--- src/rtl/rxr_pkg.sv ---
package rxr_pkg;
  typedef enum logic [2:0] {
    ST_IDLE,
    ST_DATA,
    ST_DROP,
    ST_PAD,
    ST_HDR,
    ST_FIN
  } rxr_state_e;

  localparam int HDR_LEN = 4;
endpackage

--- src/rtl/rxr_space_chk.sv ---
module rxr_space_chk #(
  parameter int PG_W      = 8,
  parameter int MAX_FRAME = 1514
) (
  input  logic            stop_cmd,
  input  logic [PG_W-1:0] start_pg,
  input  logic [PG_W-1:0] stop_pg,
  input  logic [PG_W-1:0] bnd_pg,
  input  logic [PG_W-1:0] cur_pg,
  output logic            accept
);
  localparam int PW = PG_W + 2;
  localparam int BW = PW + 8;
  localparam logic signed [BW-1:0] NEED_B = BW'(MAX_FRAME + 4);

  logic signed [PW-1:0] ring_p, free_p;
  logic signed [BW-1:0] free_b;

  always_comb begin
    ring_p = $signed(PW'(stop_pg)) - $signed(PW'(start_pg));
    if (cur_pg < bnd_pg)
      free_p = $signed(PW'(bnd_pg)) - $signed(PW'(cur_pg));
    else
      free_p = ring_p - ($signed(PW'(cur_pg)) - $signed(PW'(bnd_pg)));
    free_b = $signed({free_p, 8'h00});
    accept = !stop_cmd && (stop_pg > start_pg) && !(free_b < NEED_B);
  end
endmodule

--- src/rtl/rxr_next_pg.sv ---
module rxr_next_pg #(
  parameter int PG_W  = 8,
  parameter int LEN_W = 16
) (
  input  logic [PG_W-1:0]  base_pg,
  input  logic [PG_W-1:0]  start_pg,
  input  logic [PG_W-1:0]  stop_pg,
  input  logic [LEN_W-1:0] stored_len,
  output logic [PG_W-1:0]  next_pg
);
  localparam int SW = LEN_W + 2;

  logic [SW-1:0] pages, sum, ring;

  always_comb begin
    // header (4) plus trailing checksum room (4), rounded up to whole pages
    pages = (SW'(stored_len) + SW'(8 + 255)) >> 8;
    sum   = SW'(base_pg) + pages;
    ring  = SW'(stop_pg) - SW'(start_pg);
    if (sum >= SW'(stop_pg))
      next_pg = PG_W'(sum - ring);
    else
      next_pg = PG_W'(sum);
  end
endmodule

--- src/rtl/rx_ring_writer.sv ---
module rx_ring_writer
  import rxr_pkg::*;
#(
  parameter int PG_W       = 8,
  parameter int LEN_W      = 16,
  parameter int MAX_FRAME  = 1514,
  parameter int MIN_FRAME  = 60,
  parameter int MEM_END_PG = 192
) (
  input  logic                 clk,
  input  logic                 rst,
  input  logic                 stop_cmd,
  input  logic [PG_W-1:0]      start_pg,
  input  logic [PG_W-1:0]      stop_pg,
  input  logic [PG_W-1:0]      bnd_pg,
  input  logic [PG_W-1:0]      cur_pg,
  input  logic                 in_valid,
  input  logic                 in_sof,
  input  logic                 in_eof,
  input  logic [7:0]           in_data,
  output logic                 in_ready,
  output logic                 mem_we,
  output logic [PG_W+7:0]      mem_addr,
  output logic [7:0]           mem_wdata,
  output logic                 cur_we,
  output logic [PG_W-1:0]      cur_val,
  output logic                 rx_done
);
  localparam int ADDR_W = PG_W + 8;
  localparam logic [PG_W:0]    END_PG  = (PG_W+1)'(MEM_END_PG);
  localparam logic [LEN_W-1:0] MIN_LEN = LEN_W'(MIN_FRAME);

  rxr_state_e        state;
  logic [PG_W-1:0]   start_q, stop_q, base_q;
  logic [ADDR_W-1:0] wr_addr;
  logic [LEN_W-1:0]  len_q;
  logic              mcast_q;
  logic [1:0]        hdr_idx;

  logic              accept;
  logic [PG_W-1:0]   base_sel, next_pg;
  logic [ADDR_W-1:0] first_addr;
  logic [LEN_W-1:0]  len_inc, total_len;

  function automatic logic [ADDR_W-1:0] step_addr(
    input logic [ADDR_W-1:0] a,
    input logic [PG_W-1:0]   s,
    input logic [PG_W-1:0]   e
  );
    logic [ADDR_W-1:0] n;
    n = a + 1'b1;
    return (n == {e, 8'h00}) ? {s, 8'h00} : n;
  endfunction

  rxr_space_chk #(.PG_W(PG_W), .MAX_FRAME(MAX_FRAME)) u_space (
    .stop_cmd (stop_cmd),
    .start_pg (start_pg),
    .stop_pg  (stop_pg),
    .bnd_pg   (bnd_pg),
    .cur_pg   (cur_pg),
    .accept   (accept)
  );

  rxr_next_pg #(.PG_W(PG_W), .LEN_W(LEN_W)) u_next (
    .base_pg    (base_q),
    .start_pg   (start_q),
    .stop_pg    (stop_q),
    .stored_len (len_q),
    .next_pg    (next_pg)
  );

  assign base_sel   = ({1'b0, cur_pg} >= END_PG) ? start_pg : cur_pg;
  assign first_addr = {base_sel, 8'h04};
  assign len_inc    = len_q + 1'b1;
  assign total_len  = len_q + LEN_W'(HDR_LEN);
  assign in_ready   = (state == ST_IDLE) || (state == ST_DATA) || (state == ST_DROP);

  always_ff @(posedge clk) begin
    if (rst) begin
      state     <= ST_IDLE;
      start_q   <= '0;
      stop_q    <= '0;
      base_q    <= '0;
      wr_addr   <= '0;
      len_q     <= '0;
      mcast_q   <= 1'b0;
      hdr_idx   <= 2'd0;
      mem_we    <= 1'b0;
      mem_addr  <= '0;
      mem_wdata <= '0;
      cur_we    <= 1'b0;
      cur_val   <= '0;
      rx_done   <= 1'b0;
    end else begin
      mem_we  <= 1'b0;
      cur_we  <= 1'b0;
      rx_done <= 1'b0;
      case (state)
        ST_IDLE: begin
          if (in_valid && in_sof) begin
            if (accept) begin
              start_q   <= start_pg;
              stop_q    <= stop_pg;
              base_q    <= base_sel;
              mcast_q   <= in_data[0];
              mem_we    <= 1'b1;
              mem_addr  <= first_addr;
              mem_wdata <= in_data;
              wr_addr   <= step_addr(first_addr, start_pg, stop_pg);
              len_q     <= LEN_W'(1);
              hdr_idx   <= 2'd0;
              if (!in_eof)
                state <= ST_DATA;
              else if (LEN_W'(1) < MIN_LEN)
                state <= ST_PAD;
              else
                state <= ST_HDR;
            end else if (!in_eof) begin
              state <= ST_DROP;
            end
          end
        end
        ST_DATA: begin
          if (in_valid) begin
            mem_we    <= 1'b1;
            mem_addr  <= wr_addr;
            mem_wdata <= in_data;
            wr_addr   <= step_addr(wr_addr, start_q, stop_q);
            len_q     <= len_inc;
            if (in_eof)
              state <= (len_inc < MIN_LEN) ? ST_PAD : ST_HDR;
          end
        end
        ST_DROP: begin
          if (in_valid && in_eof)
            state <= ST_IDLE;
        end
        ST_PAD: begin
          mem_we    <= 1'b1;
          mem_addr  <= wr_addr;
          mem_wdata <= 8'h00;
          wr_addr   <= step_addr(wr_addr, start_q, stop_q);
          len_q     <= len_inc;
          if (len_inc >= MIN_LEN)
            state <= ST_HDR;
        end
        ST_HDR: begin
          mem_we   <= 1'b1;
          mem_addr <= {base_q, 6'd0, hdr_idx};
          case (hdr_idx)
            2'd0:    mem_wdata <= mcast_q ? 8'h21 : 8'h01;
            2'd1:    mem_wdata <= 8'(next_pg);
            2'd2:    mem_wdata <= total_len[7:0];
            default: mem_wdata <= total_len[15:8];
          endcase
          hdr_idx <= hdr_idx + 1'b1;
          if (hdr_idx == 2'd3)
            state <= ST_FIN;
        end
        ST_FIN: begin
          cur_we  <= 1'b1;
          cur_val <= next_pg;
          rx_done <= 1'b1;
          state   <= ST_IDLE;
        end
        default: state <= ST_IDLE;
      endcase
    end
  end

  AST_REFUSE_STOPPED: assert property (@(posedge clk) disable iff (rst)
    (state == ST_IDLE && in_valid && in_sof && stop_cmd) |=> !mem_we);
  AST_PAD_ZERO: assert property (@(posedge clk) disable iff (rst)
    ($past(state) == ST_PAD) |-> (mem_we && mem_wdata == 8'h00));
  AST_DONE_PULSE: assert property (@(posedge clk) disable iff (rst)
    rx_done |=> !rx_done);
  AST_NO_WRITE_IDLE: assert property (@(posedge clk) disable iff (rst)
    (state == ST_IDLE) |-> !mem_we);
  AST_NEXT_IN_RING: assert property (@(posedge clk) disable iff (rst)
    (cur_we && base_q >= start_q && base_q < stop_q)
      |-> (cur_val >= start_q && cur_val < stop_q));
endmodule

--- config.mk ---
export PLATFORM = sky130hd
export DESIGN_NAME = rx_ring_writer
export DESIGN_NICKNAME = d
export VERILOG_FILES = /design/src/rtl/rxr_pkg.sv /design/src/rtl/rxr_space_chk.sv /design/src/rtl/rxr_next_pg.sv /design/src/rtl/rx_ring_writer.sv
export SDC_FILE = /design/constraint.sdc
export NUM_CORES = 1
export LEC_CHECK = 0
export ABC_AREA = 0
export BUFFER_PORTS_ARGS = -buffer_cell sky130_fd_sc_hd__buf_4
export CELL_PAD_IN_SITES_DETAIL_PLACEMENT = 0
export CELL_PAD_IN_SITES_GLOBAL_PLACEMENT = 2
export CORE_MARGIN = 2
export CORE_UTILIZATION = 32
export DETAILED_ROUTE_END_ITERATION = 10
export HOLD_SLACK_MARGIN = 0.03
export PLACE_DENSITY_LB_ADDON = 0.2
export SLEW_MARGIN = 15
export SYNTH_ARGS = -nofsm -noshare
export SYNTH_HDL_FRONTEND = slang
export SYNTH_HIERARCHICAL = 1
export SYNTH_SLANG_ARGS = --single-unit
--- constraint.sdc ---
create_clock -name clk -period 5.01 [get_ports clk]
set_clock_uncertainty 0.1 [all_clocks]
set_input_delay 0.501 -clock clk [delete_from_list [all_inputs] [get_ports clk]]
set_output_delay 0.501 -clock clk [all_outputs]
set_load 0.05 [all_outputs]
After elaboration in Yosys (flattened, before gate mapping):

Index checks and enable logic that the tools add are counted.

* $lt $le $gt $ge: 7
* mux-type cells: 42
* reduce and logical (&&, ||, !) cells: 19
* equal/unequal tests: 18
* add/sub/neg operators: 13

Operators with widths (number)
* 16-bit two-way mux: 11
* 16-bit case mux with 3 select lines: 2
* 16-bit case mux with 4 select lines: 1
* 16-bit by 1-bit adder with 16-bit output, second input constant: 3
* 8-bit two-way mux: 5
* 16-bit equality test: 2
* 8-bit case mux with 4 select lines: 1
* 3-bit two-way mux: 9
* 8-bit by 8-bit subtractor with 9-bit output: 3
* 8-bit case mux with 3 select lines: 1
* 18-bit by 12-bit < comparator with 1-bit output, second input constant: 1
* 16-bit by 9-bit adder with 17-bit output, second input constant: 1
* 16-bit by 3-bit adder with 16-bit output, second input constant: 1
* 16-bit by 6-bit >= comparator with 1-bit output, second input constant: 1
* 16-bit by 6-bit < comparator with 1-bit output, second input constant: 1
* 8-bit subtractor: 2
* 3-bit case mux with 5 select lines: 1
* 11-bit by 8-bit >= comparator with 1-bit output: 1
* 8-bit by 9-bit adder with 10-bit output: 1
* 10-bit two-way mux: 1
* 2-bit inequality test, second input constant: 5
* 10-bit subtractor: 1
* 8-bit >= comparator, second input constant: 1
* 8-bit > comparator: 1
* 26 further kinds: 42

* input port bits: 46
* register bits: 96
* output and inout port bits: 36
* logic and storage cells: 112

Logic depth before layout (Yosys ltp):

Gate-level depths: netlist (run 1).

* word-level depth: 9
* depth in mapped cells: 24
* depth with buffers taken out: 23

Hierarchy:

Netlist (run 1), hierarchy kept.

By module, submodules not included
* rx_ring_writer: area an instance 5331.4 sq um, cells an instance 687, sequential area each 1921.8 sq um, times used 1
* rxr_space_chk: area an instance 1535.2 sq um, cells an instance 211, sequential area each 0.0 sq um, times used 1
* rxr_next_pg: area an instance 1317.5 sq um, cells an instance 164, sequential area each 0.0 sq um, times used 1

Worst setup path after synthesis (run 1):

No wires, ideal clock.

* path type: reg2reg
* start point: register len_q[2]
* end point: register mem_wdata[7]
* setup slack: 281 ps
* setup time: 132 ps
* path buffers: 0
* data required time: 4778 ps
* arrival: 4498 ps
* period minus slack after synthesis: 4729 ps
* stages on the path, launching flop included: 24
* cell sequence: dfxtp_1 o311a_1 a21o_1 nand2_1 xnor2_1 ha_1 a21oi_1 nand2_1 a21o_1 a21o_1 xnor2_1 fa_1 inv_1 ha_1 or3_1 o22ai_1 xnor2_1 o21a_1 o21ai_1 xor2_1 a221oi_1 a21oi_1 a221oi_1 nor3_1

* longest elaborated chain between the ends: 6
* elaborated cells on any way between the ends: 8
* those cells by class: add/sub (4); order compare (1); mux (3)

Ends and longest elaborated chain
* from (decl): RTL line rx_ring_writer.sv:36 `logic [LEN_W-1:0] len_q;`
* from (signal assigned): RTL line rx_ring_writer.sv:129 `len_q <= len_inc;`
* from (signal assigned): RTL line rx_ring_writer.sv:143 `len_q <= len_inc;`
* 16-bit by 9-bit adder with 17-bit output (*): RTL line rxr_next_pg.sv:17 `pages = (SW'(stored_len) + SW'(8 + 255)) >> 8;`
* 8-bit by 9-bit adder with 10-bit output (*): RTL line rxr_next_pg.sv:18 `sum = SW'(base_pg) + pages;`
* 11-bit by 8-bit >= comparator with 1-bit output or 8-bit subtractor (tied branches): RTL line rxr_next_pg.sv:20, rxr_next_pg.sv:21
* 8-bit two-way mux (*): RTL line rxr_next_pg.sv:20 `if (sum >= SW'(stop_pg))`
* via next_pg[7]: RTL line rx_ring_writer.sv:41 `logic [PG_W-1:0] base_sel, next_pg;`
* 8-bit case mux with 3 select lines (*): RTL line rx_ring_writer.sv:150 `case (hdr_idx)`
* 8-bit case mux with 4 select lines (*): RTL line rx_ring_writer.sv:98 `case (state)`
* to (signal assigned): RTL line rx_ring_writer.sv:151 `2'd0: mem_wdata <= mcast_q ? 8'h21 : 8'h01;`
* to (signal assigned): RTL line rx_ring_writer.sv:152 `2'd1: mem_wdata <= 8'(next_pg);`
* to (signal assigned): RTL line rx_ring_writer.sv:153 `2'd2: mem_wdata <= total_len[7:0];`
* to (decl): RTL line rx_ring_writer.sv:24 `output logic [7:0] mem_wdata,`

Mark *: on every way through the listed nets, which the timed path passes. The rest lies on a longest branch.
A chain may end at the register's enable or synchronous reset.

Worst setup path after layout (run 1):

Same ends and word-level chain as after synthesis.

==> results by group, run 1 <==
Run status
  – Status: complete, no violations

Hold path
  – Endpoint with the worst hold slack: mcast_q$_SDFFE_PP0P_
  – WHS Path Cells: 3
  – Startpoint of the worst hold path: in_data[0]
  – Min-delay worst type: in2reg

Finish
  – Register area: 0.00192 mm2
  – Layout area overhead: 25.3%
  – Count of non-filler cells in the finished layout: 1,501
  – Count of antenna diodes in the layout: 0
  – Area used by multi-input combinational logic: 0.00605 mm2
  – Filler Cells Inserted: ~2.6k
  – Net count of the finished layout: 1,290
  – Fraction of final layout cells sized beyond drive strength 1: approximately a fifth

Routing
  – Number of nets with antenna violations after routing: 0
  – Ratio of routed vias to standard cells: 5.30
  – Starting DRT DRC Count: 494
  – Number of remaining DRC errors: 0
  – Vias after detailed routing: 7,954
  – Wire per inst: 18.6 um
  – Detailed-routing iteration count for the pre-antenna-repair pass: 7
  – Post-Route WL: 28,000 um

Clock network
  – TritonCTS Buffers: 9
  – Register clock-pin slew on the reported worst setup and hold paths: 0.08 ns
  – Clock tree from TritonCTS: built
  – Clk_lat worst skew: 0.36 ns
  – CTS hold repair buffers: 0
  – Depth of the CTS H-tree: 3
  – Clock Tree Root: sky130_fd_sc_hd__clkbuf_16
  – Worst-case clock buffer depth: 2
  – # clock sinks: 96

Placed design
  – Post-placement setup slack: -0.240 ns
  – Last weighted congestion value of the routability-driven placer: 0.856
  – Count of buffers inserted at the top-level ports: slightly above 80
  – Placed Instances: 1,470
  – Placed wire-length estimate: 21,900 um

Setup path
  – Crit path capture type: flop
  – Data arrival time of the worst path: 5.03 ns
  – Data required time of the critical path: 5.13 ns
  – Worst R2R Path Depth: 23
  – Worst setup SP type: flop
  – Worst setup path class: reg2reg
  – End of the worst register-to-register path: mem_wdata[7]$_SDFFE_PP0P_
  – Worst-case register-to-register setup slack: 0.1 ns
  – Highest fanout seen on the critical path: 3
  – Critical register-to-register path startpoint: len_q[2]$_SDFFE_PP0P_

STA
  – Tightest Pin Transition: 0.879 ns
  – Maximum achievable frequency: 204 MHz
  – Post-route worst hold slack: 0.308 ns
  – Pins Over Slew Limit: 0
  – Number of hold violations in the final report: 0
  – Worst setup slack after layout: just under 0.1 ns
  – Minimum clock period after layout: 4.91 ns
  – Final period util: 98.0%
  – Number of failing setup endpoints in the final timing report: 0
  – Setup repair after global routing missed its margin: yes
  – Worst relative slew slack: around two fifths

Global routing
  – Total gr overflow: 0
  – GRT Util Overall: around a fifth
  – Number of global-route vias before repair: 7,480
  – Maximum number of pins on one net before global-route repair: 60
  – Initial antenna violation count: 0
  – Global-route wire length before repair: 43,000 um

Floorplan
  – Horizontal die dimension: about 160 um
  – Area inside the core boundary: approximately 0.025 mm2
  – Die Area: 0.0269 mm2
  – Standard-cell rows: 58
  – Initial cell density of the core: 32.5%
  – Top Ports: 82
  – Die height: 164 um

Logic synthesis
  – Syn Std Cell Area: 0.00818 mm2
  – Ys async rst share: 0%
  – Synth Warn #: 6
  – Commonest cells in the netlist: 125 x sky130_fd_sc_hd__nor2_1, 99 x sky130_fd_sc_hd__nand2_1, 96 x sky130_fd_sc_hd__dfxtp_1
  – Main synth FF type: sky130_fd_sc_hd__dfxtp_1
  – Dominant cell by count in the synthesized netlist: sky130_fd_sc_hd__nor2_1
  – Yosys top cell area share: 23.5%
  – Sequential element share of the synthesized area: 23.5%
  – Post-synth net total: about 1.2k
  – Post-Syn Instances: 1,062
  – Number of synthesized flops with an enable pin: 0
  – Cell type contributing the most total cell area after synthesis: sky130_fd_sc_hd__dfxtp_1
  – Number of distinct library cells after synthesis: 77
  – Top post-synthesis cells by area: sky130_fd_sc_hd__dfxtp_1 23%, sky130_fd_sc_hd__ha_1 10%, sky130_fd_sc_hd__nor2_1 5.7%, sky130_fd_sc_hd__xnor2_1 4.8%, sky130_fd_sc_hd__nand2_1 4.5%
  – Average cell area after synthesis: 7.71 um2
  – Number of register bits inferred by synthesis: 96

Power and ir drop
  – Maximum resistive drop on vdd: 0.193 mV
  – Total power per unit cell area: about 230 mW/mm2
  – Leakage component of the power: 4.29 nW

Job
  – Number of violations of the max-capacitance limit: 0
-- power by group --
| part | leakage (nW) | switching (mW) | total (mW) | internal [mW] |
|---|---|---|---|---|
| registers | 0.776 | 0.0313 | 0.812 | 0.780 |
| logic | 3.35 | 0.435 | 0.798 | 0.363 |
| clock network | 0.157 | 0.354 | 0.758 | 0.404 |
-- registers in the layout (all words and copies together) (netlist names) --
name and flops:
base_q 8, cur_val 8, hdr_idx 2, len_q 16, mcast_q 1, mem_addr 16, mem_wdata 8, mem_we 1
rx_done 1, start_q 8, state 3, stop_q 8, wr_addr 16
-- critical path, stage by stage, from the launching register on --
cell and delay [ns]:
sky130_fd_sc_hd__dfxtp_2 0.33, sky130_fd_sc_hd__o311a_4 0.39, sky130_fd_sc_hd__a21o_1 0.22, sky130_fd_sc_hd__nand2_2 0.12, sky130_fd_sc_hd__xnor2_4 0.14, sky130_fd_sc_hd__ha_4 0.23, sky130_fd_sc_hd__a21oi_2 0.14, sky130_fd_sc_hd__nand2_2 0.07
sky130_fd_sc_hd__a21o_1 0.16, sky130_fd_sc_hd__a21o_1 0.21, sky130_fd_sc_hd__xnor2_2 0.17, sky130_fd_sc_hd__fa_1 0.56, sky130_fd_sc_hd__inv_2 0.05, sky130_fd_sc_hd__ha_4 0.15, sky130_fd_sc_hd__or3_4 0.37, sky130_fd_sc_hd__o22ai_4 0.15
sky130_fd_sc_hd__xnor2_2 0.15, sky130_fd_sc_hd__o21a_1 0.16, sky130_fd_sc_hd__o21ai_2 0.07, sky130_fd_sc_hd__xor2_2 0.17, sky130_fd_sc_hd__a221oi_2 0.28, sky130_fd_sc_hd__a21oi_2 0.07, sky130_fd_sc_hd__a221oi_2 0.24, sky130_fd_sc_hd__nor3_1 0.07
-- through the flow --
step / setup TNS [ns] / utilization (%) / area (um2) / power (mW)
floorplan: 0 / - / 8180 / 1.29
global placement: -0.716 / 37.5 / 9450 / 1.56
detailed placement: -0.840 / 37.5 / 9450 / 1.56
CTS: -0.0174 / 39.7 / 10000 / 2.36
global route: -0.259 / 40.7 / 10300 / 2.49
finish: 0 / 40.7 / 10300 / 2.37
-- final cells by class --
type / instances / share of cell area, %
repair buffers: 153 / 12.1
clock buffers: 9 / 2.20
flip-flops and latches: 96 / 18.8
well taps: 330 / 4.03
inverters: 81 / 2.96
clock inverters: 7 / 0.927
multi-input cells: 825 / 59.0
-- per-layer routing --
metal / global-route usage [%] / part of all wire, % / up-vias
met5: 0 / 0 / -
met4: 7.10 / 2.0 / 0
met3: 2.10 / 3.1 / 28
met2: 34.4 / 47 / 167
met1: 28.5 / 48 / 3789
li1: - / - / 3970
-- logic make-up (layout without fill, tap and decap cells) --
group | Yosys count | in the layout | share of synthesized area, %
adders and majority gates | 78 | 78 | 13.0
buffers and inverters | 141 | 250 | 7.03
DFF | 96 | 96 | 23.5
xor gates and xnor gates | 74 | 74 | 8.26
muxes | 33 | 33 | 4.34
AOI/OAI and AO/OA | 259 | 259 | 21.4
and+or+nand+nor | 381 | 381 | 22.5
-- worst max path at each step --
stage | slack [ns] | from | end | cells past startpoint
finish | 0.1 | len_q[2]$_SDFFE_PP0P_ | mem_wdata[7]$_SDFFE_PP0P_ | 23
global route | -0.15 | len_q[2]$_SDFFE_PP0P_ | mem_wdata[7]$_SDFFE_PP0P_ | 23
CTS | -0.02 | len_q[1]$_SDFFE_PP0P_ | mem_wdata[7]$_SDFFE_PP0P_ | 23
detailed placement | -0.24 | len_q[2]$_SDFFE_PP0P_ | mem_wdata[3]$_SDFFE_PP0P_ | 21
global placement | -0.21 | len_q[2]$_SDFFE_PP0P_ | mem_wdata[3]$_SDFFE_PP0P_ | 21
floorplan | 0.28 | len_q[2]$_SDFFE_PP0P_ | mem_wdata[7]$_SDFFE_PP0P_ | 23
-- placed cells by master (no fill, tap or decap), types with 5 or more instances in the layout --
cell and count:
sky130_fd_sc_hd__ha_1 60, sky130_fd_sc_hd__clkbuf_16 9, sky130_fd_sc_hd__dfxtp_1 94, sky130_fd_sc_hd__a21oi_1 61, sky130_fd_sc_hd__o21bai_1 8, sky130_fd_sc_hd__nor3_1 33
sky130_fd_sc_hd__o211ai_1 8, sky130_fd_sc_hd__buf_4 143, sky130_fd_sc_hd__nor2b_1 14, sky130_fd_sc_hd__a31oi_1 8, sky130_fd_sc_hd__and4_1 5, sky130_fd_sc_hd__nand4_1 19
sky130_fd_sc_hd__a221oi_1 21, sky130_fd_sc_hd__nand2b_1 9, sky130_fd_sc_hd__buf_12 6, sky130_fd_sc_hd__mux2i_1 23, sky130_fd_sc_hd__o21a_1 11, sky130_fd_sc_hd__nor4_1 5
sky130_fd_sc_hd__and3_1 8, sky130_fd_sc_hd__a311oi_1 6, sky130_fd_sc_hd__fa_1 11, sky130_fd_sc_hd__xnor2_2 5, sky130_fd_sc_hd__a211oi_1 25, sky130_fd_sc_hd__a21o_1 14
sky130_fd_sc_hd__a21oi_2 5, sky130_fd_sc_hd__nand2_1 97, sky130_fd_sc_hd__xor2_1 24, sky130_fd_sc_hd__o21ai_0 34, sky130_fd_sc_hd__nand3_1 28, sky130_fd_sc_hd__or3_1 6
sky130_fd_sc_hd__a22oi_1 8, sky130_fd_sc_hd__inv_1 80, sky130_fd_sc_hd__nor2_1 123, sky130_fd_sc_hd__xnor2_1 38
-- repair_timing --
item,4_1_cts,5_1_grt
endpoints found under the setup margin,6,8
buffers inserted,6,9
pin swaps,20,37
endpoints found under the hold margin,0,0
gates resized for setup,33,32
No activity file was read; power rests on OpenSTA's default activity.
==> run 2, diff against run 1 <==
- CORE_ASPECT_RATIO: not set -> 0.75
- CTS_CLUSTER_DIAMETER: not set -> 50
==> results by group, run 2 (synthesis results as in run 1) <==
Setup path
  – Data arrival time of the worst path: 5.09 ns (was 5.03 ns)
  – End of the worst register-to-register path: mem_wdata[7]$_SDFFE_PP0P_ (unchanged)
  – Crit path to: mem_wdata[7]$_SDFFE_PP0P_ (unchanged)
  – Top Family by Delay on Critical Path: compound AO/OA/AOI/OAI gates (unchanged)
  – Worst-case register-to-register setup slack: 0.04 ns (was 0.1 ns)
  – Maximum single-stage delay on the critical path: 0.49 ns (was 0.56 ns)
  – Critical register-to-register path startpoint: len_q[1]$_SDFFE_PP0P_ (was len_q[2]$_SDFFE_PP0P_)
  – Slowest-stage cell, CP: sky130_fd_sc_hd__fa_1 (unchanged)
  – Worst setup SP type: flop (unchanged)
  – Buffers plus inverters on the worst setup path: 1 (unchanged)
  – Crit path capture type: flop (unchanged)
  – Data required time of the critical path: 5.13 ns (about the same)
  – Highest fanout seen on the critical path: 3 (unchanged)
  – First element of the critical path: len_q[1]$_SDFFE_PP0P_ (was len_q[2]$_SDFFE_PP0P_)
  – Worst R2R Path Depth: 23 (unchanged)
  – Series of cell instances along the critical path: o311a_4 -> a21o_1 -> nand2_2 -> xnor2_2 -> ha_4 -> a21oi_1 -> nand2_1 -> a21o_1 -> a21o_1 -> xnor2_2 -> fa_1 -> inv_1 -> ha_1 -> or3_4 -> o22ai_4 -> xnor2_2 -> o21a_1 -> o21ai_2 -> xor2_1 -> a221oi_1 -> a21oi_1 -> a221oi_1 -> nor3_1 (was o311a_4 -> a21o_1 -> nand2_2 -> xnor2_4 -> ha_4 -> a21oi_2 -> nand2_2 -> a21o_1 -> a21o_1 -> xnor2_2 -> fa_1 -> inv_2 -> ha_4 -> or3_4 -> o22ai_4 -> xnor2_2 -> o21a_1 -> o21ai_2 -> xor2_2 -> a221oi_2 -> a21oi_2 -> a221oi_2 -> nor3_1)
  – Worst setup path class: reg2reg (unchanged)
  – Depth of the critical timing path with buffers and inverters included: 23 (unchanged)

Placed design
  – Count of buffers inserted at the top-level ports: 81 (unchanged)
  – Post-placement setup slack: -0.232 ns (was -0.240 ns)
  – Last weighted congestion value of the routability-driven placer: 0.863 (was 0.856)
  – Placed wire-length estimate: 22,400 um (was 21,900 um)

Floorplan
  – Horizontal die dimension: 189 um (was 164 um)
  – Die height: 142 um (was 164 um)
  – Top Ports: 82 (unchanged)
  – Initial cell density of the core: 32.7% (was 32.5%)
  – Die Area: 0.0269 mm2 (about the same)
  – Area inside the core boundary: 0.0250 mm2 (was 0.0252 mm2)
  – Standard-cell rows: 50 (was 58)

Clock network
  – Clock tree from TritonCTS: built (unchanged)
  – Worst-case clock buffer depth: 2 (unchanged)
  – # clock sinks: 96 (unchanged)
  – TritonCTS Buffers: 9 (unchanged)
  – Clk_lat worst skew: 0.37 ns (was 0.36 ns)
  – Depth of the CTS H-tree: 3 (unchanged)
  – Clock Tree Root: sky130_fd_sc_hd__clkbuf_16 (unchanged)
  – Register clock-pin slew on the reported worst setup and hold paths: 0.07 ns (was 0.08 ns)

Routing
  – Post-Route WL: 28,900 um (was 28,000 um)
  – Number of nets with antenna violations after routing: 0 (unchanged)
  – Vias after detailed routing: 7,997 (was 7,954)
  – Number of remaining DRC errors: 0 (unchanged)
  – Wire per inst: 19.1 um (was 18.6 um)
  – Detailed-routing iteration count for the pre-antenna-repair pass: 5 (was 7)
  – Starting DRT DRC Count: 594 (was 494)
  – Ratio of routed vias to standard cells: 5.28 (was 5.30)

Power and ir drop
  – Total power per unit cell area: 223 mW/mm2 (was 231 mW/mm2)
  – Maximum resistive drop on vdd: 0.229 mV (was 0.193 mV)
  – Total power draw: 2.28 mW (was 2.37 mW)
  – Leakage component of the power: 4.25 nW (was 4.29 nW)

STA
  – Maximum achievable frequency: 201 MHz (was 204 MHz)
  – Post-route worst hold slack: 0.304 ns (was 0.308 ns)
  – Total Negative Setup Slacks: 0 ns (unchanged)
  – Pins Over Slew Limit: 0 (unchanged)
  – Worst relative slew slack: 37.7% (was 40.8%)
  – Minimum clock period after layout: 4.97 ns (was 4.91 ns)
  – Number of failing setup endpoints in the final timing report: 0 (unchanged)
  – Tightest Pin Transition: 0.926 ns (was 0.879 ns)
  – Final period util: 99.2% (was 98.0%)
  – Number of hold violations in the final report: 0 (unchanged)
  – Worst setup slack after layout: 0.0383 ns (was 0.0994 ns)
  – Setup repair after global routing missed its margin: yes (unchanged)

Finish
  – Net count of the finished layout: 1,295 (was 1,290)
  – Filler Cells Inserted: 2,617 (was 2,603)
  – Top Registers: len_q (16), mem_addr (16), wr_addr (16) (unchanged)
  – Count of antenna diodes in the layout: 0 (unchanged)
  – Most used cells in the layout excluding fill and tap cells: 148 x sky130_fd_sc_hd__buf_4, 123 x sky130_fd_sc_hd__nor2_1, 97 x sky130_fd_sc_hd__nand2_1 (was 143 x sky130_fd_sc_hd__buf_4, 123 x sky130_fd_sc_hd__nor2_1, 97 x sky130_fd_sc_hd__nand2_1)
  – Most common cell after layout, fill and taps aside: sky130_fd_sc_hd__buf_4 (unchanged)
  – Fraction of final layout cells sized beyond drive strength 1: 19.9% (was 20.4%)
  – Layout area overhead: 24.9% (was 25.3%)

Run status
  – Status: complete, no violations (unchanged)

Global routing
  – GRT Util Overall: 21.7% (was 20.9%)
  – Global-route wire length before repair: 44,700 um (was 43,000 um)
  – Total gr overflow: 0 (unchanged)
  – Initial antenna violation count: 0 (unchanged)
  – Number of global-route vias before repair: 7,337 (was 7,480)
  – Maximum number of pins on one net before global-route repair: 72 (was 60)

Hold path
  – Min-delay worst type: in2reg (unchanged)
  – Startpoint of the worst hold path: in_data[0] (unchanged)

Job
  – Number of violations of the max-capacitance limit: 0 (unchanged)
-- run 2: changes by cell type in the layout (fill, tap and decap cells not counted), sizes merged --
cell      before  now
inv           85   82
bufinv         1    0
clkinvlp       0    3
buf          153  158
clkbuf         9   10
-- run 2: power breakdown --
part | internal (mW) | leakage (nW) | switching [mW]
registers | 0.780 | 0.775 | 0.0290
logic | 0.362 | 3.35 | 0.432
clock network | 0.339 | 0.125 | 0.339
-- run 2: how the worst min path moves through the flow --
stage / to / depth (start not counted)
6_report: mcast_q$_SDFFE_PP0P_ / 3
5_1_grt: mcast_q$_SDFFE_PP0P_ / 3
4_1_cts: mcast_q$_SDFFE_PP0P_ / 3
3_5_place_dp: mcast_q$_SDFFE_PP0P_ / 2
3_3_place_gp: mcast_q$_SDFFE_PP0P_ / 2
2_1_floorplan: mcast_q$_SDFFE_PP0P_ / 2
-- run 2: worst min-delay path, delay by kind of cell --
kind	cells	cell delay, ns
AOI/OAI and AO/OA	1	0.05
and+or+nand+nor	1	0.05
buffers and inverters	1	0.12
-- run 2: cell type report --
class	instances	area, um2	area share [%]
clock buffers	10	229	2.24
clock inverters	6	45.0	0.441
inverters	81	304	2.97
multi-input cells	825	6010	58.7
flip-flops and latches	96	1920	18.8
well taps	338	423	4.14
repair buffers	158	1290	12.7
-- run 2: metrics by stage --
stage / utilization, % / instances / cell area (um2)
after floorplan: - / 1062 / 8180
after global placement: 38.1 / 1487 / 9540
final: 40.9 / 1514 / 10200
after global routing: 40.9 / 1514 / 10200
after detailed placement: 38.1 / 1487 / 9540
after CTS: 39.4 / 1506 / 9870
-- run 2: repair_timing --
action / in CTS / in global routing
pin swaps: 2 / 32
hold buffers: 0 / 0
setup buffers: 3 / 8
gates resized for setup: 7 / 46
endpoints found under the setup margin: 8 / 17
gates cloned: 0 / 0
-- run 2: metal layers --
metal | up-vias | part of all wire (%) | GRT usage (%)
li1 | 4001 | - | -
met1 | 3773 | 57 | 36.4
met2 | 215 | 37 | 27.9
met3 | 8 | 5.2 | 3.70
met4 | 0 | 0.52 | 3.29
met5 | - | 0 | 0
==> run 3, diff against run 2 <==
- CORE_ASPECT_RATIO: 0.75 -> 1.5
- SYNTH_HIERARCHICAL: 1 -> not set
==> results by group, run 3 <==
Logic synthesis
  – Number of synthesized flops with an enable pin: 0 (unchanged)
  – Post-synth net total: 1,218 (was 1,186)
  – Ys async rst share: 0% (unchanged)
  – Sequential element share of the synthesized area: 23.7% (was 23.5%)
  – Post-Syn Instances: 1,092 (was 1,062)
  – Cell type contributing the most total cell area after synthesis: sky130_fd_sc_hd__dfxtp_1 (unchanged)
  – Commonest cells in the netlist: 143 x sky130_fd_sc_hd__nor2_1, 96 x sky130_fd_sc_hd__dfxtp_1, 92 x sky130_fd_sc_hd__a21oi_1 (was 125 x sky130_fd_sc_hd__nor2_1, 99 x sky130_fd_sc_hd__nand2_1, 96 x sky130_fd_sc_hd__dfxtp_1)
  – Main synth FF type: sky130_fd_sc_hd__dfxtp_1 (unchanged)
  – Average cell area after synthesis: 7.43 um2 (was 7.71 um2)
  – Syn Std Cell Area: 0.00811 mm2 (was 0.00818 mm2)
  – Synth Warn #: 0 (was 6)
  – Number of distinct library cells after synthesis: 63 (was 77)
  – Yosys top cell area share: 23.7% (was 23.5%)
  – Number of register bits inferred by synthesis: 96 (unchanged)
  – Top post-synthesis cells by area: sky130_fd_sc_hd__dfxtp_1 24%, sky130_fd_sc_hd__ha_1 10%, sky130_fd_sc_hd__nor2_1 6.6%, sky130_fd_sc_hd__a21oi_1 5.7%, sky130_fd_sc_hd__o21ai_0 4.4% (was sky130_fd_sc_hd__dfxtp_1 23%, sky130_fd_sc_hd__ha_1 10%, sky130_fd_sc_hd__nor2_1 5.7%, sky130_fd_sc_hd__xnor2_1 4.8%, sky130_fd_sc_hd__nand2_1 4.5%)
  – Dominant cell by count in the synthesized netlist: sky130_fd_sc_hd__nor2_1 (unchanged)

Finish
  – Top Registers: len_q (16), mem_addr (16), wr_addr (16) (unchanged)
  – Count of antenna diodes in the layout: 0 (unchanged)
  – Net count of the finished layout: 1,293 (was 1,295)
  – Most used cells in the layout excluding fill and tap cells: 142 x sky130_fd_sc_hd__nor2_1, 134 x sky130_fd_sc_hd__buf_4, 94 x sky130_fd_sc_hd__dfxtp_1 (was 148 x sky130_fd_sc_hd__buf_4, 123 x sky130_fd_sc_hd__nor2_1, 97 x sky130_fd_sc_hd__nand2_1)
  – Fraction of final layout cells sized beyond drive strength 1: 16.2% (was 19.9%)
  – Layout area overhead: 20.2% (was 24.9%)
  – Most common cell after layout, fill and taps aside: sky130_fd_sc_hd__nor2_1 (was sky130_fd_sc_hd__buf_4)
  – Count of non-filler cells in the finished layout: 1,500 (was 1,514)

Hold path
  – WHS Path Cells: 3 (unchanged)
  – Min-delay worst type: in2reg (unchanged)

Power and ir drop
  – Power share of the combinational group: 30.2% (was 34.8%)
  – Power spent charging and discharging nets: 731 uW (was 800 uW)
  – Total power per unit cell area: 231 mW/mm2 (was 223 mW/mm2)
  – Total power draw: 2.25 mW (was 2.28 mW)
  – Switching share of power: 32.5% (was 35.0%)
  – Leakage component of the power: 4.00 nW (was 4.25 nW)
  – Portion of total power attributed to sequential cells: 35.7% (was 35.5%)
  – Internal power: 1.52 mW (was 1.48 mW)
  – Maximum resistive drop on vdd: 0.142 mV (was 0.229 mV)
  – Proportion of power drawn by the clock network: 34.1% (was 29.7%)

STA
  – Pins Over Slew Limit: 0 (unchanged)
  – Maximum achievable frequency: 211 MHz (was 201 MHz)
  – Worst relative slew slack: 32.4% (was 37.7%)
  – Setup repair after global routing missed its margin: yes (unchanged)
  – Number of failing setup endpoints in the final timing report: 0 (unchanged)
  – Number of hold violations in the final report: 0 (unchanged)
  – Tightest Pin Transition: 1.01 ns (was 0.926 ns)
  – Total Negative Setup Slacks: 0 ns (unchanged)
  – Minimum clock period after layout: 4.73 ns (was 4.97 ns)
  – Post-route worst hold slack: 0.284 ns (was 0.304 ns)
  – Final period util: 94.4% (was 99.2%)

Routing
  – Vias after detailed routing: 7,955 (was 7,997)
  – Post-Route WL: 29,700 um (was 28,900 um)
  – Detail Route met3 WL: 914 um (was 1500 um)
  – Top Metal Used: met4 (unchanged)
  – Detailed-routing iteration count for the pre-antenna-repair pass: 5 (unchanged)
  – Number of nets with antenna violations after routing: 0 (unchanged)
  – Number of remaining DRC errors: 0 (unchanged)
  – Total routed wire length on the met1 layer: 11,400 um (was 16,500 um)
  – Starting DRT DRC Count: 360 (was 594)
  – Ratio of routed vias to standard cells: 5.30 (was 5.28)
  – Wire per inst: 19.8 um (was 19.1 um)
  – Metal2 WL: 15,900 um (was 10,800 um)

Clock network
  – TritonCTS Buffers: 9 (unchanged)
  – Clk_lat worst skew: 0.36 ns (was 0.37 ns)
  – Depth of the CTS H-tree: 3 (unchanged)
  – Clock tree from TritonCTS: built (unchanged)
  – Worst-case clock buffer depth: 2 (unchanged)
  – Clock Tree Root: sky130_fd_sc_hd__clkbuf_16 (unchanged)
  – # clock sinks: 96 (unchanged)
  – Register clock-pin slew on the reported worst setup and hold paths: 0.07 ns (about the same)
  – CTS hold repair buffers: 0 (unchanged)

Floorplan
  – Initial cell density of the core: 32.5% (was 32.7%)
  – Area inside the core boundary: 0.0250 mm2 (about the same)
  – Top Ports: 82 (unchanged)
  – Standard-cell rows: 71 (was 50)
  – Die height: 199 um (was 142 um)
  – Horizontal die dimension: 134 um (was 189 um)
  – Die Area: 0.0267 mm2 (was 0.0269 mm2)

Setup path
  – Worst setup SP type: flop (unchanged)
  – Top Family by Delay on Critical Path: adder cells (was compound AO/OA/AOI/OAI gates)
  – Worst R2R Path Depth: 24 (was 23)
  – Buffers plus inverters on the worst setup path: 3 (was 1)
  – Slowest-stage cell, CP: sky130_fd_sc_hd__fa_2 (was sky130_fd_sc_hd__fa_1)
  – Series of cell instances along the critical path: inv_1 -> ha_1 -> nor2b_2 -> o21ai_1 -> xnor2_1 -> ha_2 -> inv_1 -> fa_2 -> nand2b_4 -> nand2_1 -> a21oi_1 -> xnor2_1 -> buf_4 -> fa_2 -> ha_4 -> nand2_1 -> o2111ai_2 -> a21o_1 -> a21oi_2 -> xnor2_2 -> o21a_1 -> o21ai_1 -> a221o_1 -> a221oi_2 (was o311a_4 -> a21o_1 -> nand2_2 -> xnor2_2 -> ha_4 -> a21oi_1 -> nand2_1 -> a21o_1 -> a21o_1 -> xnor2_2 -> fa_1 -> inv_1 -> ha_1 -> or3_4 -> o22ai_4 -> xnor2_2 -> o21a_1 -> o21ai_2 -> xor2_1 -> a221oi_1 -> a21oi_1 -> a221oi_1 -> nor3_1)
  – Maximum single-stage delay on the critical path: 0.55 ns (was 0.49 ns)
  – Crit path capture type: flop (unchanged)
  – Data arrival time of the worst path: 4.90 ns (was 5.09 ns)
  – Depth of the critical timing path with buffers and inverters included: 24 (was 23)
  – Worst setup path class: reg2reg (unchanged)
  – Highest fanout seen on the critical path: 5 (was 3)
  – Data required time of the critical path: 5.18 ns (was 5.13 ns)

Global routing
  – Global-route wire length before repair: 45,700 um (was 44,700 um)
  – Total gr overflow: 0 (unchanged)
  – GRT Util Overall: 22.6% (was 21.7%)
  – Number of global-route vias before repair: 7,996 (was 7,337)
  – Initial antenna violation count: 0 (unchanged)
  – Maximum number of pins on one net before global-route repair: 85 (was 72)

Placed design
  – Placed Instances: 1,478 (was 1,487)
  – Placed wire-length estimate: 23,700 um (was 22,400 um)
  – Count of buffers inserted at the top-level ports: 81 (unchanged)
  – Last weighted congestion value of the routability-driven placer: 0.869 (was 0.863)

Run status
  – Status: complete, no violations (unchanged)

Job
  – Number of violations of the max-capacitance limit: 0 (unchanged)
## run 3: cells by family (layout without fill, tap and decap cells)
| logic type | after synthesis | after routing | share of synthesized area [%] |
|---|---|---|---|
| simple gates | 360 | 360 | 20.4 |
| compound gates | 311 | 311 | 24.5 |
| buf+inv | 152 | 232 | 7.33 |
| flops | 96 | 96 | 23.7 |
| fa+ha+maj | 80 | 80 | 13.4 |
| xor+xnor | 62 | 62 | 6.69 |
| mux | 31 | 31 | 3.90 |
## run 3: worst paths after layout
path	to	start	slack, ns
worst max-delay path	mem_wdata[7]$_SDFFE_PP0P_	len_q[2]$_SDFFE_PP0P_	0.28
worst min-delay path	start_q[5]$_SDFFE_PP0P_	start_pg[5]	0.28
worst max register to register	mem_wdata[7]$_SDFFE_PP0P_	len_q[2]$_SDFFE_PP0P_	0.28
worst min register to register	mem_addr[2]$_SDFFE_PP0P_	mem_addr[2]$_SDFFE_PP0P_	0.36
## run 3: stage by stage
stage / area, um2 / utilization, % / setup WS (ns)
4_1_cts: 9600 / 38.5 / 0.00803
2_1_floorplan: 8110 / - / 0.109
3_5_place_dp: 9250 / 37.1 / -0.0968
6_report: 9750 / 39.1 / 0.280
5_1_grt: 9750 / 39.1 / -0.0278
3_3_place_gp: 9250 / 37.1 / -0.0184
## run 3: repair_timing
item,4_1_cts,5_1_grt
buffers inserted,1,5
gates resized for setup,5,26
pin swaps,4,17
setup endpoints to repair,1,8
## run 3: routing by layer
layer  vias up  track usage (%)
met2       169             43.6
met4         0             12.4
met5         -                0
met1      3733             23.5
li1       3996                -
met3        57             2.73
## run 3: power by group through the flow
stage | registers [mW] | clock network (mW) | logic [mW]
2_1_floorplan | 0.838 | 0 | 0.416
3_5_place_dp | 0.821 | 0 | 0.656
6_report | 0.804 | 0.766 | 0.679
3_3_place_gp | 0.822 | 0 | 0.661
5_1_grt | 0.806 | 0.806 | 0.748
4_1_cts | 0.803 | 0.783 | 0.664
## run 3: worst min-delay path, cell delays in order
cell                      delay [ns]
sky130_fd_sc_hd__buf_4          0.09
sky130_fd_sc_hd__a21oi_1        0.05
sky130_fd_sc_hd__nor2_1         0.07
## run 3: layout make-up
| class | count | area [um2] |
|---|---|---|
| clock buffers | 13 | 250 |
| clock inverters | 3 | 65.1 |
| flip-flops and latches | 96 | 1920 |
| inverters | 79 | 297 |
| well taps | 328 | 410 |
| fillers | 2660 | 15200 |
| repair buffers | 137 | 1070 |
| multi-input cells | 844 | 5740 |
